<file path="src/rtl/sar_serial_pkg.sv">
package sar_serial_pkg;
  typedef enum logic [2:0] {
    ST_HUNT, ST_ADDR, ST_SETTLE, ST_CONV, ST_LSB, ST_TAIL
  } seq_state_e;

  function automatic int addr_bits(int nch);
    if (nch <= 1) return 0;
    else if (nch == 2) return 2;
    else if (nch == 4) return 3;
    else return 4;
  endfunction
endpackage

</file>
<file path="src/rtl/sar_serial_mux.sv">
module sar_serial_mux #(
  parameter int NCH   = 8,
  parameter int DW    = 8,
  parameter int ABITS = 4,
  parameter int AW    = 4
) (
  input  logic [AW-1:0]     addr_i,
  input  logic [NCH*DW-1:0] levels_i,
  output logic [DW-1:0]     diff_o
);
  logic [DW-1:0] lv [NCH];
  logic [DW-1:0] pos, neg;

  for (genvar i = 0; i < NCH; i++) begin : g_lv
    assign lv[i] = levels_i[i*DW +: DW];
  end

  if (NCH == 1) begin : g_one
    assign pos = lv[0];
    assign neg = '0;
  end else begin : g_multi
    localparam int CW = $clog2(NCH);
    logic [CW-1:0] pidx, nidx;
    if (CW == 1) begin : g_pair
      assign pidx = addr_i[ABITS-2];
      assign nidx = ~addr_i[ABITS-2];
    end else begin : g_sel
      assign pidx = {addr_i[CW-2:0], addr_i[ABITS-2]};
      assign nidx = {addr_i[CW-2:0], ~addr_i[ABITS-2]};
    end
    assign pos = lv[pidx];
    assign neg = addr_i[ABITS-1] ? '0 : lv[nidx];
  end

  // reversed inputs clamp to zero
  assign diff_o = (pos >= neg) ? pos - neg : '0;
endmodule

</file>
<file path="src/rtl/sar_serial_step.sv">
module sar_serial_step #(
  parameter int DW = 8,
  localparam int BW = $clog2(DW)
) (
  input  logic [DW-1:0] res_i,
  input  logic [BW-1:0] bit_i,
  input  logic [DW-1:0] diff_i,
  output logic [DW-1:0] res_o,
  output logic          dec_o
);
  logic [DW-1:0] trial;
  assign trial = res_i | (DW'(1) << bit_i);
  assign dec_o = (diff_i >= trial);
  assign res_o = dec_o ? trial : res_i;
endmodule

</file>
<file path="src/rtl/sar_serial_seq.sv">
module sar_serial_seq
  import sar_serial_pkg::*;
#(
  parameter int NCH      = 8,
  parameter int DW       = 8,
  parameter bit USE_SE   = 1'b1,
  parameter bit MSB_ONLY = 1'b0
) (
  input  logic              clk_i,
  input  logic              rst_ni,
  input  logic              cs_ni,
  input  logic              sclk_i,
  input  logic              di_i,
  input  logic              lsb_hold_i,
  input  logic [NCH*DW-1:0] levels_i,
  output logic              do_o,
  output logic              do_oe_o,
  output logic              busy_o
);
  localparam int ABITS = addr_bits(NCH);
  localparam int AW    = (ABITS > 0) ? ABITS : 1;
  localparam int ACW   = $clog2(ABITS + 2);
  localparam int BW    = $clog2(DW);

  seq_state_e    state_q;
  logic          sclk_q;
  logic [AW-1:0] addr_q;
  logic [ACW-1:0] acnt_q;
  logic [BW-1:0] bcnt_q, scnt_q, scnt_inc;
  logic [DW-1:0] res_q, res_nx, diff_w;
  logic          do_q, oe_q, busy_q, dec_w;
  logic          rise_w, fall_w, clr_w, shift_ok;

  assign rise_w   = sclk_i & ~sclk_q;
  assign fall_w   = ~sclk_i & sclk_q;
  assign clr_w    = cs_ni & sclk_i;
  assign shift_ok = !MSB_ONLY && (!USE_SE || !lsb_hold_i);
  assign scnt_inc = scnt_q + 1'b1;

  sar_serial_mux #(.NCH(NCH), .DW(DW), .ABITS(ABITS), .AW(AW)) u_mux (
    .addr_i(addr_q), .levels_i(levels_i), .diff_o(diff_w)
  );

  sar_serial_step #(.DW(DW)) u_step (
    .res_i(res_q), .bit_i(bcnt_q), .diff_i(diff_w), .res_o(res_nx), .dec_o(dec_w)
  );

  always_ff @(posedge clk_i or negedge rst_ni) begin
    if (!rst_ni) begin
      sclk_q  <= 1'b0;
      state_q <= ST_HUNT;
      addr_q  <= '0;
      acnt_q  <= '0;
      bcnt_q  <= '0;
      scnt_q  <= '0;
      res_q   <= '0;
      do_q    <= 1'b0;
      oe_q    <= 1'b0;
      busy_q  <= 1'b0;
    end else begin
      sclk_q <= sclk_i;
      if (clr_w) begin
        state_q <= ST_HUNT;
        addr_q  <= '0;
        acnt_q  <= '0;
        bcnt_q  <= '0;
        scnt_q  <= '0;
        res_q   <= '0;
        do_q    <= 1'b0;
        oe_q    <= 1'b0;
        busy_q  <= 1'b0;
      end else if (!cs_ni) begin
        unique case (state_q)
          ST_HUNT: if (rise_w && di_i) begin
            state_q <= (ABITS == 0) ? ST_SETTLE : ST_ADDR;
            acnt_q  <= '0;
          end
          ST_ADDR: if (rise_w) begin
            addr_q <= AW'({addr_q, di_i});
            acnt_q <= acnt_q + 1'b1;
            if (acnt_q == ACW'(ABITS - 1)) state_q <= ST_SETTLE;
          end
          ST_SETTLE: if (fall_w) begin
            busy_q  <= 1'b1;
            oe_q    <= 1'b1;
            do_q    <= 1'b0;
            res_q   <= '0;
            bcnt_q  <= BW'(DW - 1);
            state_q <= ST_CONV;
          end
          ST_CONV: if (fall_w) begin
            res_q  <= res_nx;
            do_q   <= dec_w;
            scnt_q <= '0;
            if (bcnt_q == '0) state_q <= ST_LSB;
            else bcnt_q <= bcnt_q - 1'b1;
          end
          ST_LSB: begin
            if (rise_w) busy_q <= 1'b0;
            if (fall_w && shift_ok) begin
              if (scnt_q == BW'(DW - 1)) begin
                state_q <= ST_TAIL;
                do_q    <= 1'b0;
              end else begin
                scnt_q <= scnt_inc;
                do_q   <= res_q[scnt_inc];
              end
            end
          end
          default: ;
        endcase
      end
    end
  end

  assign do_o    = do_q;
  assign do_oe_o = oe_q & ~cs_ni;
  assign busy_o  = busy_q;


  settle_zero_chk: assert property (@(posedge clk_i) disable iff (!rst_ni)
    $rose(busy_o) |-> (do_oe_o && !do_o));

  busy_fall_chk: assert property (@(posedge clk_i) disable iff (!rst_ni)
    $fell(busy_o) |-> $past(rise_w));

  result_chk: assert property (@(posedge clk_i) disable iff (!rst_ni)
    (state_q == ST_LSB && $past(state_q) == ST_CONV) |-> (res_q == diff_w));

  do_edge_chk: assert property (@(posedge clk_i) disable iff (!rst_ni)
    (do_oe_o && $past(do_oe_o) && !$past(fall_w)) |-> $stable(do_o));

  idle_hiz_chk: assert property (@(posedge clk_i) disable iff (!rst_ni)
    (state_q == ST_HUNT || state_q == ST_ADDR) |-> !do_oe_o);
endmodule

</file>
<file path="config.mk">
export PLATFORM = sky130hd
export DESIGN_NAME = sar_serial_seq
export DESIGN_NICKNAME = d
export VERILOG_FILES = /design/src/rtl/sar_serial_pkg.sv /design/src/rtl/sar_serial_mux.sv /design/src/rtl/sar_serial_step.sv /design/src/rtl/sar_serial_seq.sv
export SDC_FILE = /design/constraint.sdc
export NUM_CORES = 1
export LEC_CHECK = 0
export ABC_CLOCK_PERIOD_IN_PS = 4550
export BUFFER_PORTS_ARGS = -buffer_cell sky130_fd_sc_hd__buf_2
export CAP_MARGIN = 20
export CELL_PAD_IN_SITES_DETAIL_PLACEMENT = 1
export CELL_PAD_IN_SITES_GLOBAL_PLACEMENT = 2
export CORE_ASPECT_RATIO = 0.8
export CORE_MARGIN = 10
export CORE_UTILIZATION = 28
export DETAILED_ROUTE_END_ITERATION = 8
export PLACE_DENSITY = 0.81
export SETUP_SLACK_MARGIN = 0.3
export SYNTH_ARGS = -nofsm -noshare
export SYNTH_HDL_FRONTEND = slang
export SYNTH_HIERARCHICAL = 1
export SYNTH_SLANG_ARGS = --single-unit
</file>
<file path="constraint.sdc">
create_clock -name clk_i -period 4.55 [get_ports clk_i]
set_clock_uncertainty 0.15 [all_clocks]
set_input_delay 0 -clock clk_i [delete_from_list [all_inputs] [get_ports clk_i]]
set_output_delay 0 -clock clk_i [all_outputs]
set_load 0.01 [all_outputs]
</file>
# After elaboration in Yosys (flattened, before gate mapping)

Cells that the tools add are included.

Bits in registers: 28
Input bits: 70
Output and inout bits: 3

Add/subtract/negate cells: 4
Magnitude comparators: 5
Equality and inequality tests: 19
Shift operators: 1
Mux-type cells: 63
Bitwise operators: 11
Reductions and logical operators: 24

Operators with widths:

| cell                  | number |
|---|---|
| $mux W8               | 11 |
| $mux W3               | 24 |
| $bmux W8 S3           | 2 |
| $ne A3 B3 Y1 const B  | 12 |
| $reduce_and A5 Y1     | 4 |
| $pmux W3 S2           | 3 |
| $ge A8 B8 Y1          | 2 |
| $mux W4               | 4 |
| $pmux W8 S2           | 1 |
| $pmux W3 S5           | 1 |
| $mux W1               | 14 |
| $reduce_bool A3 Y1    | 4 |
| $reduce_and A10 Y1    | 1 |
| $eq A3 B2 Y1 const B  | 3 |
| $ge A4 B4 Y1 const B  | 2 |
| $not A3 Y4            | 2 |
| $or A8 B8 Y8          | 1 |
| $reduce_and A4 Y1     | 2 |
| $reduce_bool A2 Y1    | 4 |
| $shl A1 B3 Y8 const A | 1 |
| $sub A8 B8 Y8         | 1 |
| $add A3 B1 Y3 const B | 2 |
| $eq A3 B3 Y1 const B  | 2 |
| $logic_not A3 Y1      | 2 |
| 14 further kinds      | 22 |

# Logic depth before layout (Yosys ltp)

Gate-level depths: netlist of run 1.

Depth after elaboration: 14
Depth in mapped cells: 21
Depth with buffers taken out: 19

# Hierarchy

The synthesis of run 1 kept the hierarchy.

Modules (own cells, without submodules):

| module          | times used | cells an instance | area an instance (um^2) |
|---|---|---|---|
| sar_serial_seq  | 1          | 169               | 1,636.6 |
| sar_serial_mux  | 1          | 125               | 1,383.8 |
| sar_serial_step | 1          | 49                | 322.8 |

# Worst setup path after synthesis of run 1

OpenSTA, ideal clock, no wires.

Kind: register to register
From: register addr_q[0]
To: register res_q[1]
Setup time: 0.131 ns
Arrival time: 3.922 ns
Data required time: 4.269 ns
Path slack: 0.347 ns
Stages on the path, launching flop included: 20
Buffers on the path: 3
Period minus slack after synthesis: 4.203 ns
Cells stage by stage: dfrtp_1 -> buf_4 -> buf_4 -> buf_2 -> mux4_2 -> mux2_2 -> ha_1 -> nor2b_1 -> o21ai_0 -> nand4b_1 -> a31oi_2 -> nor2_1 -> inv_1 -> ha_1 -> nand2b_1 -> a2111o_1 -> a31oi_4 -> a21oi_1 -> nand2_1 -> o21ai_0

Cells in the longest elaborated chain, start to end: 10
Elaborated cells on any way between the ends: 15
Those cells by class: add/sub (1); order compare (2); eq/ne (1); mux (8); bitwise (2); reduce/logical (1)

Ends and longest elaborated chain:

| element                                              | line                  | RTL |
|---|---|---|
| start: declaration                                   | sar_serial_seq.sv:27  | `logic [AW-1:0] addr_q;` |
| start signal: assignment                             | sar_serial_seq.sv:79  | `addr_q <= AW'({addr_q, di_i});` |
| $not A3 Y4 (not written as such)                     | sar_serial_mux.sv:32  | `assign neg = addr_i[ABITS-1] ? '0 : lv[nidx];` |
| $bmux W8 S3                                          | sar_serial_mux.sv:32  |  |
| $mux W8 (not written as such) (2 in a row)           | sar_serial_mux.sv:32  |  |
| $mux W8                                              | sar_serial_mux.sv:32  |  |
| $sub A8 B8 Y8 / $ge A8 B8 Y1 (equally long branches) | sar_serial_mux.sv:36  | `assign diff_o = (pos >= neg) ? pos - neg : '0;` |
| $mux W8 *                                            | sar_serial_mux.sv:36  |  |
| named net diff_w[0]                                  | sar_serial_seq.sv:30  | `logic [DW-1:0] res_q, res_nx, diff_w;` |
| $ge A8 B8 Y1 *                                       | sar_serial_step.sv:13 | `assign dec_o = (diff_i >= trial);` |
| $ne A3 B3 Y1 (no line) *                             | n/a                   |  |
| $reduce_and A5 Y1 (no line) *                        | n/a                   |  |
| end signal: assignment                               | sar_serial_seq.sv:92  | `res_q <= res_nx;` |
| end: declaration                                     | sar_serial_seq.sv:30  |  |

The timed path passes the listed nets; every way through them passes the cells marked *. The select of a mux whose other input is x is not followed.
A chain may end at the register's enable or synchronous reset.

# Final worst setup path of run 1

From: register addr_q[0]
To: register res_q[4]

The elaborated chain is that of the path after synthesis.

==> flow_metrics.tcl, run 1 <==
set metrics [dict create \
    wl_met3_um 361 \
    cap_violations 0 \
    cts_root_buf "clkbuf_16" \
    powerDensity_nw_per_um2 436.2 \
    drt-wirelength-per-cell_um 18.51 \
    path_cells "buf_12 > mux4_2 > mux2i_1 > nor2_1 > ha_2 > fa_2 > nor2b_4 > o21ai_2 > nand4b_1 > a31oi_2 > nor2_1 > inv_1 > ha_4 > nand2b_4 > a2111o_1 > a31oi_4 > a21oi_1 > nand2_1 > o21ai_0" \
    numCtsBuffers 3 \
    fmax_mhz 235.6 \
    power.leakage_nw 1.785 \
    initial_core_util_pct 28.81 \
    vias 3146 \
    rows 35 \
    cts-htree-levels 1 \
    irDropWorstVdd_mv 0.2391 \
    cp_max_fo 7 \
    antenna_found_initial 0 \
    async_flop_share_pct 100.0 \
    syn_to_final_growth_pct 29.34 \
    synth_edf_count 0 \
    ff2ff_path_depth 19 \
    critPathLaunchType "register" \
    die_x_um 142.2 \
    synth.top_cell.area_share_pct 20.96 \
    synth_top_area_cell "dfrtp_1" \
    power.total_mw 1.886 \
    track_usage_pct 12.21 \
    crit_path_top_delay_cell "mux4_2" \
    crit_type "register to register" \
    r2r_start "addr_q[0]" \
    antennaDiodeCount 0 \
    slew_headroom_pct 54.48 \
    place.gp.congestion 0.8864 \
    grt_pass1_vias 3345 \
    drv_slew 0 \
    yosys_warnings 6 \
    hpwl_mm 7.770 \
    hold_path_class "input pin to register" \
    rr_endpoint "res_q[4]" \
    rrSetupSlack_ps 310 \
    hold_start "lsb_hold_i" \
    ys_top_cells_by_count "nand2_1 (33), nor2_1 (31), dfrtp_1 (28)" \
    rsz0062_at_grt "yes" \
    slowest_delay_ps 500 \
    syn_inst 343 \
    syn_nets 436 \
    dr.pass1.iters 4 \
    ant_nets 0 \
    yosys-top-cells-area "dfrtp_1 (21%), mux4_2 (11%), ha_1 (8.2%)" \
    grt_pass1_wl_mm 17.35 \
    nFillCells 1326 \
    overflow 0 \
    cts_sinks 28 \
    drt_wl_total_mm 10.65 \
    numPortBuffers 72 \
    clk_pin_slew_ps 80 \
    utilization_pct 37.26 \
    whs_path_depth 4 \
    worstPathRequired_ps 4520 \
    die_h_um 117.7 \
    status "complete, no violations" \
    min_period_over_period_pct 93.28 \
    cpMostUsedCell "nor2_1" \
    drc_errors 0 \
    met2WireLength_mm 5.328 \
    cts_buffer_depth 2 \
    grt_max_degree 29 \
    post-synth-top-count-cell "nand2_1" \
    synth.cell_area_um2 3343 \
    synth_cell_types 61 \
    clkLatencyLatePin_ps 270 \
    min_to "do_o" \
    drt-vias-per-instance 5.471 \
    worst_slew_pin_slew_ps 682.8 \
    hold_viol 0 \
    final.setup.tns_ps 0 \
    worstPathArrival_ps 4220 \
    drt_iter0_markers 148 \
    ys_ff_latch 28 \
    nets 521 \
    crit_start "addr_q[0]" \
    synth-seq-area-share_pct 20.96 \
    core_area_um2 11600 \
    drive_above_1_share_pct 40.05 \
    cp-end-kind "register" \
    setup_violations 0 \
    synth_ff_type "dfrtp_1" \
    dr.max_layer_used "met4" \
    dieArea_um2 16740 \
    fin_crit_ps 4244 \
    ioPinCount 73 \
    cts_tree "built" \
    met1Wirelength_mm 4.802 \
    synthesis.area_per_instance_um2 9.747 \
]
cell type report:
type | count | area, um2 | area share, %
timing repair buffer | 98 | 649.4 | 15.02
tap | 148 | 185.2 | 4.282
inverter | 15 | 56.30 | 1.302
clock inverter | 1 | 30.03 | 0.6944
clock buffer | 3 | 75.07 | 1.736
sequential | 28 | 703.2 | 16.26
multi-input combinational | 282 | 2625 | 60.71
through the flow:
step / hold slack [ps] / cell area [um2] / setup WS, ps / cells
after global placement: -62.21 / 3834 / 193.2 / 550
after global routing: 44.97 / 4324 / 60.90 / 575
after floorplan: -445.6 / 3343 / 347.4 / 343
after detailed placement: -58.42 / 3834 / 64.50 / 550
after CTS: 8.415 / 4123 / 300.8 / 565
final: 6.867 / 4324 / 305.8 / 575
worst max-delay path by stage:
stage          endpoint  slack (ps)  cells past startpoint
3_5_place_dp   res_q[4]          60                     17
2_1_floorplan  res_q[1]         350                     19
5_1_grt            do_o          60                     20
6_report       res_q[4]         310                     19
3_3_place_gp   res_q[1]         190                     16
4_1_cts        res_q[4]         300                     19
kinds of logic after synthesis:
kind of cell | Yosys count | share of synthesized area [%]
adder cells (fa/ha/maj) | 23 | 8.832
AND/OR/NAND/NOR | 116 | 17.59
flip-flops | 28 | 20.96
multiplexers | 52 | 27.69
AO/OA/AOI/OAI | 87 | 18.71
buffers and inverters | 34 | 5.426
XOR/XNOR | 3 | 0.7861
flip-flops by register name (all words and copies together), names as in the netlist:
name and count:
busy_o 1, do_o 1, oe_q 1, res_q 8, bcnt_q 3, scnt_q 3, state_q 3, sclk_q 1
addr_q 4, acnt_q 3
power breakdown:
group          internal (mW)  total [mW]  switching (mW)
clock                  0.176       0.269          0.0936
combinational          0.544        1.24           0.697
sequential             0.291       0.376          0.0846
total                   1.01        1.89           0.875
critical path: cells and delay by family, from the launching register on:
kind / cells / cell delay, ps
multiplexers: 2 / 640
AO/OA/AOI/OAI: 6 / 1190
AND/OR/NAND/NOR: 6 / 640
adder cells (fa/ha/maj): 3 / 840
flip-flops: 1 / 430
buffers and inverters: 2 / 220
repair_timing:
item                                   4_1_cts  5_1_grt
setup buffers                                5       10
setup endpoints to repair                    9        9
hold buffers                                 3        0
gates resized for setup                      9       29
gates cloned                                 3        0
endpoints found under the hold margin       31        0
pin swaps                                    3       12
cell usage in the layout (no fill, tap or decap), types with 4 or more instances in the layout:
cell | Yosys | final
a22o_1 | 5 | 5
mux2_2 | 7 | 7
o21a_1 | 5 | 5
mux2i_1 | 15 | 14
or2_2 | 5 | 5
dfrtp_1 | 28 | 26
nand2b_1 | 10 | 9
o21ai_1 | 6 | 8
a21oi_1 | 19 | 11
nor2_1 | 31 | 30
nand2_1 | 33 | 33
nor3_1 | 9 | 7
mux4_2 | 17 | 17
nor3_2 | 4 | 6
ha_4 | 0 | 4
ha_1 | 22 | 16
o21ai_0 | 18 | 14
a21o_1 | 4 | 4
nor2b_1 | 6 | 5
buf_2 | 7 | 72
mux4_1 | 10 | 10
inv_1 | 15 | 15
a21oi_2 | 1 | 9
buf_4 | 6 | 16
a31oi_1 | 8 | 8
layer usage:
metal  vias to the layer above  GRT usage [%]
met5                         -              0
met4                         0          2.232
met3                        12          2.056
met2                        75          20.64
met1                      1590          15.89
li1                       1469              -
Power figures use the tool's default switching activity.
==> inputs of run 2 (changes only) <==
Settings changed: HOLD_SLACK_MARGIN from default to 0.15, RECOVER_POWER from default to 50.
==> run 2 against run 1 <==
The flow now finishes with violations (capacitance limit, slew limit). Die area unchanged. Sequential power hardly changed. Cell count is 0.35% higher. Largest cell class unchanged. Routed wire length fell by 0.45%. Core utilization increased by 0.13 points. First-iteration DRC count fell by 4.7%. Non-clock buffer count is 2 higher. Largest power group unchanged. Highest routed layer unchanged. Setup slack lost 1.5 ps. Via count grew 0.32%.
==> flow_metrics.tcl, run 2 (synthesis results as in run 1) <==
set metrics [dict create \
    irDropWorstVdd_mv 0.2368 \
    core_area_um2 11600 \
    drt_iter0_markers 141 \
    cp-end-kind "register" \
    drv_slew 29 \
    crit_type "register to register" \
    worst_slew_pin_slew_ps 1638 \
    min_period_over_period_pct 93.31 \
    syn_to_final_growth_pct 29.79 \
    violations "capacitance limit, slew limit" \
    grt_max_degree 29 \
    worstPathArrival_ps 4280 \
    cts_root_buf "clkbuf_16" \
    cap_violations 1 \
    vias 3156 \
    hold_start "oe_q" \
    power.total_mw 1.881 \
    drive_above_1_share_pct 38.93 \
    cp_max_fo 11 \
    ff2ff_path_depth 19 \
    nets 523 \
    hold_path_class "register to register" \
    track_usage_pct 12.19 \
    hpwl_mm 7.770 \
    power.leakage_nw 1.780 \
    ioPinCount 73 \
    dieArea_um2 16740 \
    dr.pass1.iters 4 \
    cts_tree "built" \
    setup_violations 0 \
    grt_pass1_vias 3358 \
    grt_pass1_wl_mm 17.33 \
    drc_errors 0 \
    rrSetupSlack_ps 300 \
    antennaDiodeCount 0 \
    fmax_mhz 235.5 \
    whs_path_depth 1 \
    slew_headroom_pct -9.191 \
    min_to "oe_q" \
    powerDensity_nw_per_um2 433.4 \
    overflow 0 \
    cts_sinks 28 \
    drt-wirelength-per-cell_um 18.37 \
    cts-htree-levels 1 \
    rr_endpoint "res_q[4]" \
    cts_buffer_depth 2 \
    critPathLaunchType "register" \
    ant_nets 0 \
    clkLatencyLatePin_ps 270 \
    initial_core_util_pct 28.81 \
    largest_reg_flops 8 \
    worstPathRequired_ps 4580 \
    status "finished, violations left" \
    numPortBuffers 72 \
    final_common_cell "buf_2" \
    regMostFlops "res_q" \
    r2r_start "addr_q[0]" \
    drt_wl_total_mm 10.60 \
    antenna_found_initial 0 \
    drt-vias-per-instance 5.470 \
    numCtsBuffers 3 \
    place.gp.congestion 0.8864 \
    rows 35 \
    die_h_um 117.7 \
    utilization_pct 37.39 \
    clk_pin_slew_ps 80 \
    hold_viol 0 \
    top_regs "res_q (8), addr_q (4)" \
    fin_crit_ps 4246 \
    final_cell_mix "buf_2 (68), nand2_1 (33), nor2_1 (30)" \
    final.setup.tns_ps 0 \
    rsz0062_at_grt "yes" \
    die_x_um 142.2 \
]
[run 2: cell type report]
type	count	area (um2)
fillers	1323	7266
multi-input cells	282	2625
flip-flops and latches	28	703.2
repair buffers	100	664.4
well taps	148	185.2
clock buffers	3	75.07
inverters	15	56.30
clock inverters	1	30.03
[run 2: routing by layer]
layer  wire (um)  GRT usage [%]
met1        4834          15.81
met4         154          2.232
met5           0              0
met3         305          2.056
met2        5302          20.67
[run 2: worst max path at each step]
stage,from,end,slack (ps)
2_1_floorplan,addr_q[0],res_q[1],350
3_3_place_gp,addr_q[2],res_q[1],190
3_5_place_dp,addr_q[2],res_q[4],60
4_1_cts,addr_q[0],res_q[4],300
5_1_grt,addr_q[0],do_o,60
6_report,addr_q[0],res_q[4],300
[run 2: what timing repair did]
| item | in CTS | in global routing |
|---|---|---|
| endpoints found under the setup margin | 9 | 9 |
| hold endpoints to repair | 37 | 0 |
| cloned | 3 | 0 |
| setup buffers | 5 | 10 |
| gates resized for setup | 9 | 29 |
| hold buffers | 5 | 0 |
| pin swaps | 3 | 12 |
[run 2: critical path, cell delays in order, from the launching register on]
cell and delay, ps:
dfrtp_1 430, buf_4 160, bufbuf_16 270, mux4_2 330, mux2i_1 60, or2_2 280, ha_1 340, nor3_2 140
nor2_1 100, buf_4 140, o22ai_1 190, xor2_1 220, nor2_1 80, ha_1 310, nand2_1 140, o21ai_4 310
nor2_1 100, a21oi_1 190, nand2_1 60, o21ai_0 170
[run 2: stage by stage]
step / instance area [um2] / cells / setup slack [ps] / hold slack [ps]
after detailed placement: 3834 / 550 / 64.50 / -58.42
after global placement: 3834 / 550 / 193.2 / -62.21
after global routing: 4339 / 577 / 58.57 / 360.0
after CTS: 4143 / 567 / 300.8 / 202.3
after floorplan: 3343 / 343 / 347.4 / -445.6
final: 4339 / 577 / 304.4 / 337.7
[run 2: report_power, final]
part           switching, mW  internal, mW
registers             0.0838         0.291
logic                  0.694         0.544
clock network         0.0927         0.176
total                  0.870          1.01
==> inputs of run 3 (changes only) <==
Settings changed: CORE_UTILIZATION 28 to 34, PLACE_DENSITY 0.81 to 0.93.
==> run 3 against run 2 <==
The run still ends with capacitance limit, slew limit left. Sequential cell count unchanged. Via count is 0.76% lower. Die area decreased by 15%. Non-clock buffer count fell by 3. Largest power group unchanged.
==> flow_metrics.tcl, run 3 (synthesis results as in run 1) <==
set metrics [dict create \
    multiInputGateArea_um2 2584 \
    rr_endpoint "res_q[3]" \
    status "finished, violations left" \
    place.gp.congestion 0.8286 \
    violations "capacitance limit, slew limit" \
    drv_slew 29 \
    ff2ff_path_depth 20 \
    antennaDiodeCount 0 \
    die_h_um 108.7 \
    final_cell_mix "buf_2 (68), nand2_1 (33), nor2_1 (28)" \
    drive_above_1_share_pct 38.12 \
    worst_slew_pin_slew_ps 1670 \
    grt_max_degree 29 \
    dr.pass1.iters 4 \
    die_x_um 130.9 \
    hold_start "oe_q" \
    overflow 0 \
    rsz0062_at_grt "yes" \
    rrSetupSlack_ps 280 \
    syn_to_final_growth_pct 26.24 \
    place_inst 522 \
    cts_root_buf "clkbuf_16" \
    crit_type "register to register" \
    clkLatencyLatePin_ps 270 \
    cp-end-kind "register" \
    drt-wirelength-per-cell_um 20.10 \
    setup_violations 0 \
    fin_crit_ps 4268 \
    drt_wl_total_mm 10.93 \
    drc_errors 0 \
    nets 519 \
    min_to "oe_q" \
    irDropWorstVdd_mv 0.2054 \
    cts_buffer_depth 2 \
    track_usage_pct 14.42 \
    cts_tree "built" \
    r2r_start "addr_q[0]" \
    core_area_um2 9609 \
    grt_pass1_vias 3260 \
    ant_nets 0 \
    fmax_mhz 234.3 \
    regMostFlops "res_q" \
    dieArea_um2 14220 \
    min_period_over_period_pct 93.80 \
    powerDensity_nw_per_um2 443.1 \
    power.leakage_nw 1.747 \
    antenna_found_initial 0 \
    slew_headroom_pct -11.33 \
    numCtsBuffers 3 \
    initial_core_util_pct 34.79 \
    cp_max_fo 7 \
    final_cell_count_no_fill 544 \
    whs_path_depth 1 \
    cap_violations 1 \
    hpwl_mm 8.101 \
    hold_viol 0 \
    largest_reg_flops 8 \
    rows 32 \
    ff_latch_area_um2 703.2 \
    drt-vias-per-instance 5.757 \
    grt_pass1_wl_mm 16.63 \
    clk_pin_slew_ps 80 \
    hold_path_class "register to register" \
    numPortBuffers 72 \
    critPathLaunchType "register" \
    ioPinCount 73 \
    cts-htree-levels 1 \
    final_common_cell "buf_2" \
    worstPathArrival_ps 4290 \
    vias 3132 \
    top_regs "res_q (8), addr_q (4)" \
    drt_iter0_markers 182 \
    final.setup.tns_ps 0 \
    worstPathRequired_ps 4570 \
    cts_sinks 28 \
    nFillCells 1129 \
]
==> run 3: cell count changes in the layout (fill, tap and decap cells not counted), sizes merged <==
cell	previous run	this run
buf	89	87
bufbuf	2	1
a31oi	12	11
==> run 3: worst max-delay path by stage <==
stage,depth (start not counted),end,from
6_report,20,res_q[3],addr_q[0]
5_1_grt,19,res_q[0],addr_q[0]
4_1_cts,20,res_q[3],addr_q[0]
3_5_place_dp,19,res_q[4],addr_q[0]
3_3_place_gp,16,res_q[4],addr_q[2]
2_1_floorplan,19,res_q[1],addr_q[0]
==> run 3: metal layers <==
| metal | part of all wire [%] | routed length [um] | track usage, % | vias up |
|---|---|---|---|---|
| li1 | - | - | - | 1461 |
| met4 | 1.6 | 176 | 1.981 | 0 |
| met3 | 2.7 | 298 | 2.329 | 14 |
| met1 | 45 | 4882 | 17.96 | 1588 |
| met5 | 0 | 0 | 0 | - |
| met2 | 51 | 5576 | 26.16 | 69 |
==> run 3: final cells by class <==
cell class	count	area share [%]
multi-input combinational	281	61.22
sequential	28	16.66
timing repair buffer	97	14.76
tap	119	3.528
clock buffer	3	1.779
inverter	15	1.334
clock inverter	1	0.7115
==> run 3: metrics by stage <==
step                      worst slack [ps]  utilization, %  cell area (um2)  power, mW  hold WS (ps)
after floorplan                      347.4               -             3343      1.094        -445.6
after global placement               294.7           39.47             3792      1.281        -73.11
after detailed placement             78.47           39.47             3792      1.328        -64.25
after CTS                            315.7           42.02             4038      1.690         196.1
after global routing                 121.1           43.92             4220      2.004         381.1
final                                282.1           43.92             4220      1.870         337.9
==> run 3: worst max-delay path: stages (launching register included) <==
cell,delay [ps]
dfrtp_2,440
buf_12,150
buf_4,130
buf_4,130
mux4_2,350
mux2i_1,80
or2_2,310
ha_2,410
o21a_1,150
o31a_1,220
o22ai_1,150
xor2_1,210
nor2_1,80
ha_1,310
nand2_1,120
nor2_2,160
a31oi_4,130
buf_6,140
a21oi_1,110
nand2_1,60
o21ai_0,190
==> run 3: what timing repair did <==
action                                  in CTS  in global routing
hold buffers                                 5                  0
endpoints found under the setup margin       9                  9
endpoints found under the hold margin       37                  0
pin swaps                                    1                 13
gates cloned                                 1                  0
gates resized for setup                      5                 34
buffers inserted                             6                  6
==> run 3: report_power, final <==
| part | leakage, nW | switching, mW | internal (mW) |
|---|---|---|---|
| clock | 0.0511 | 0.0915 | 0.175 |
| combinational | 1.33 | 0.657 | 0.569 |
| sequential | 0.368 | 0.0858 | 0.291 |
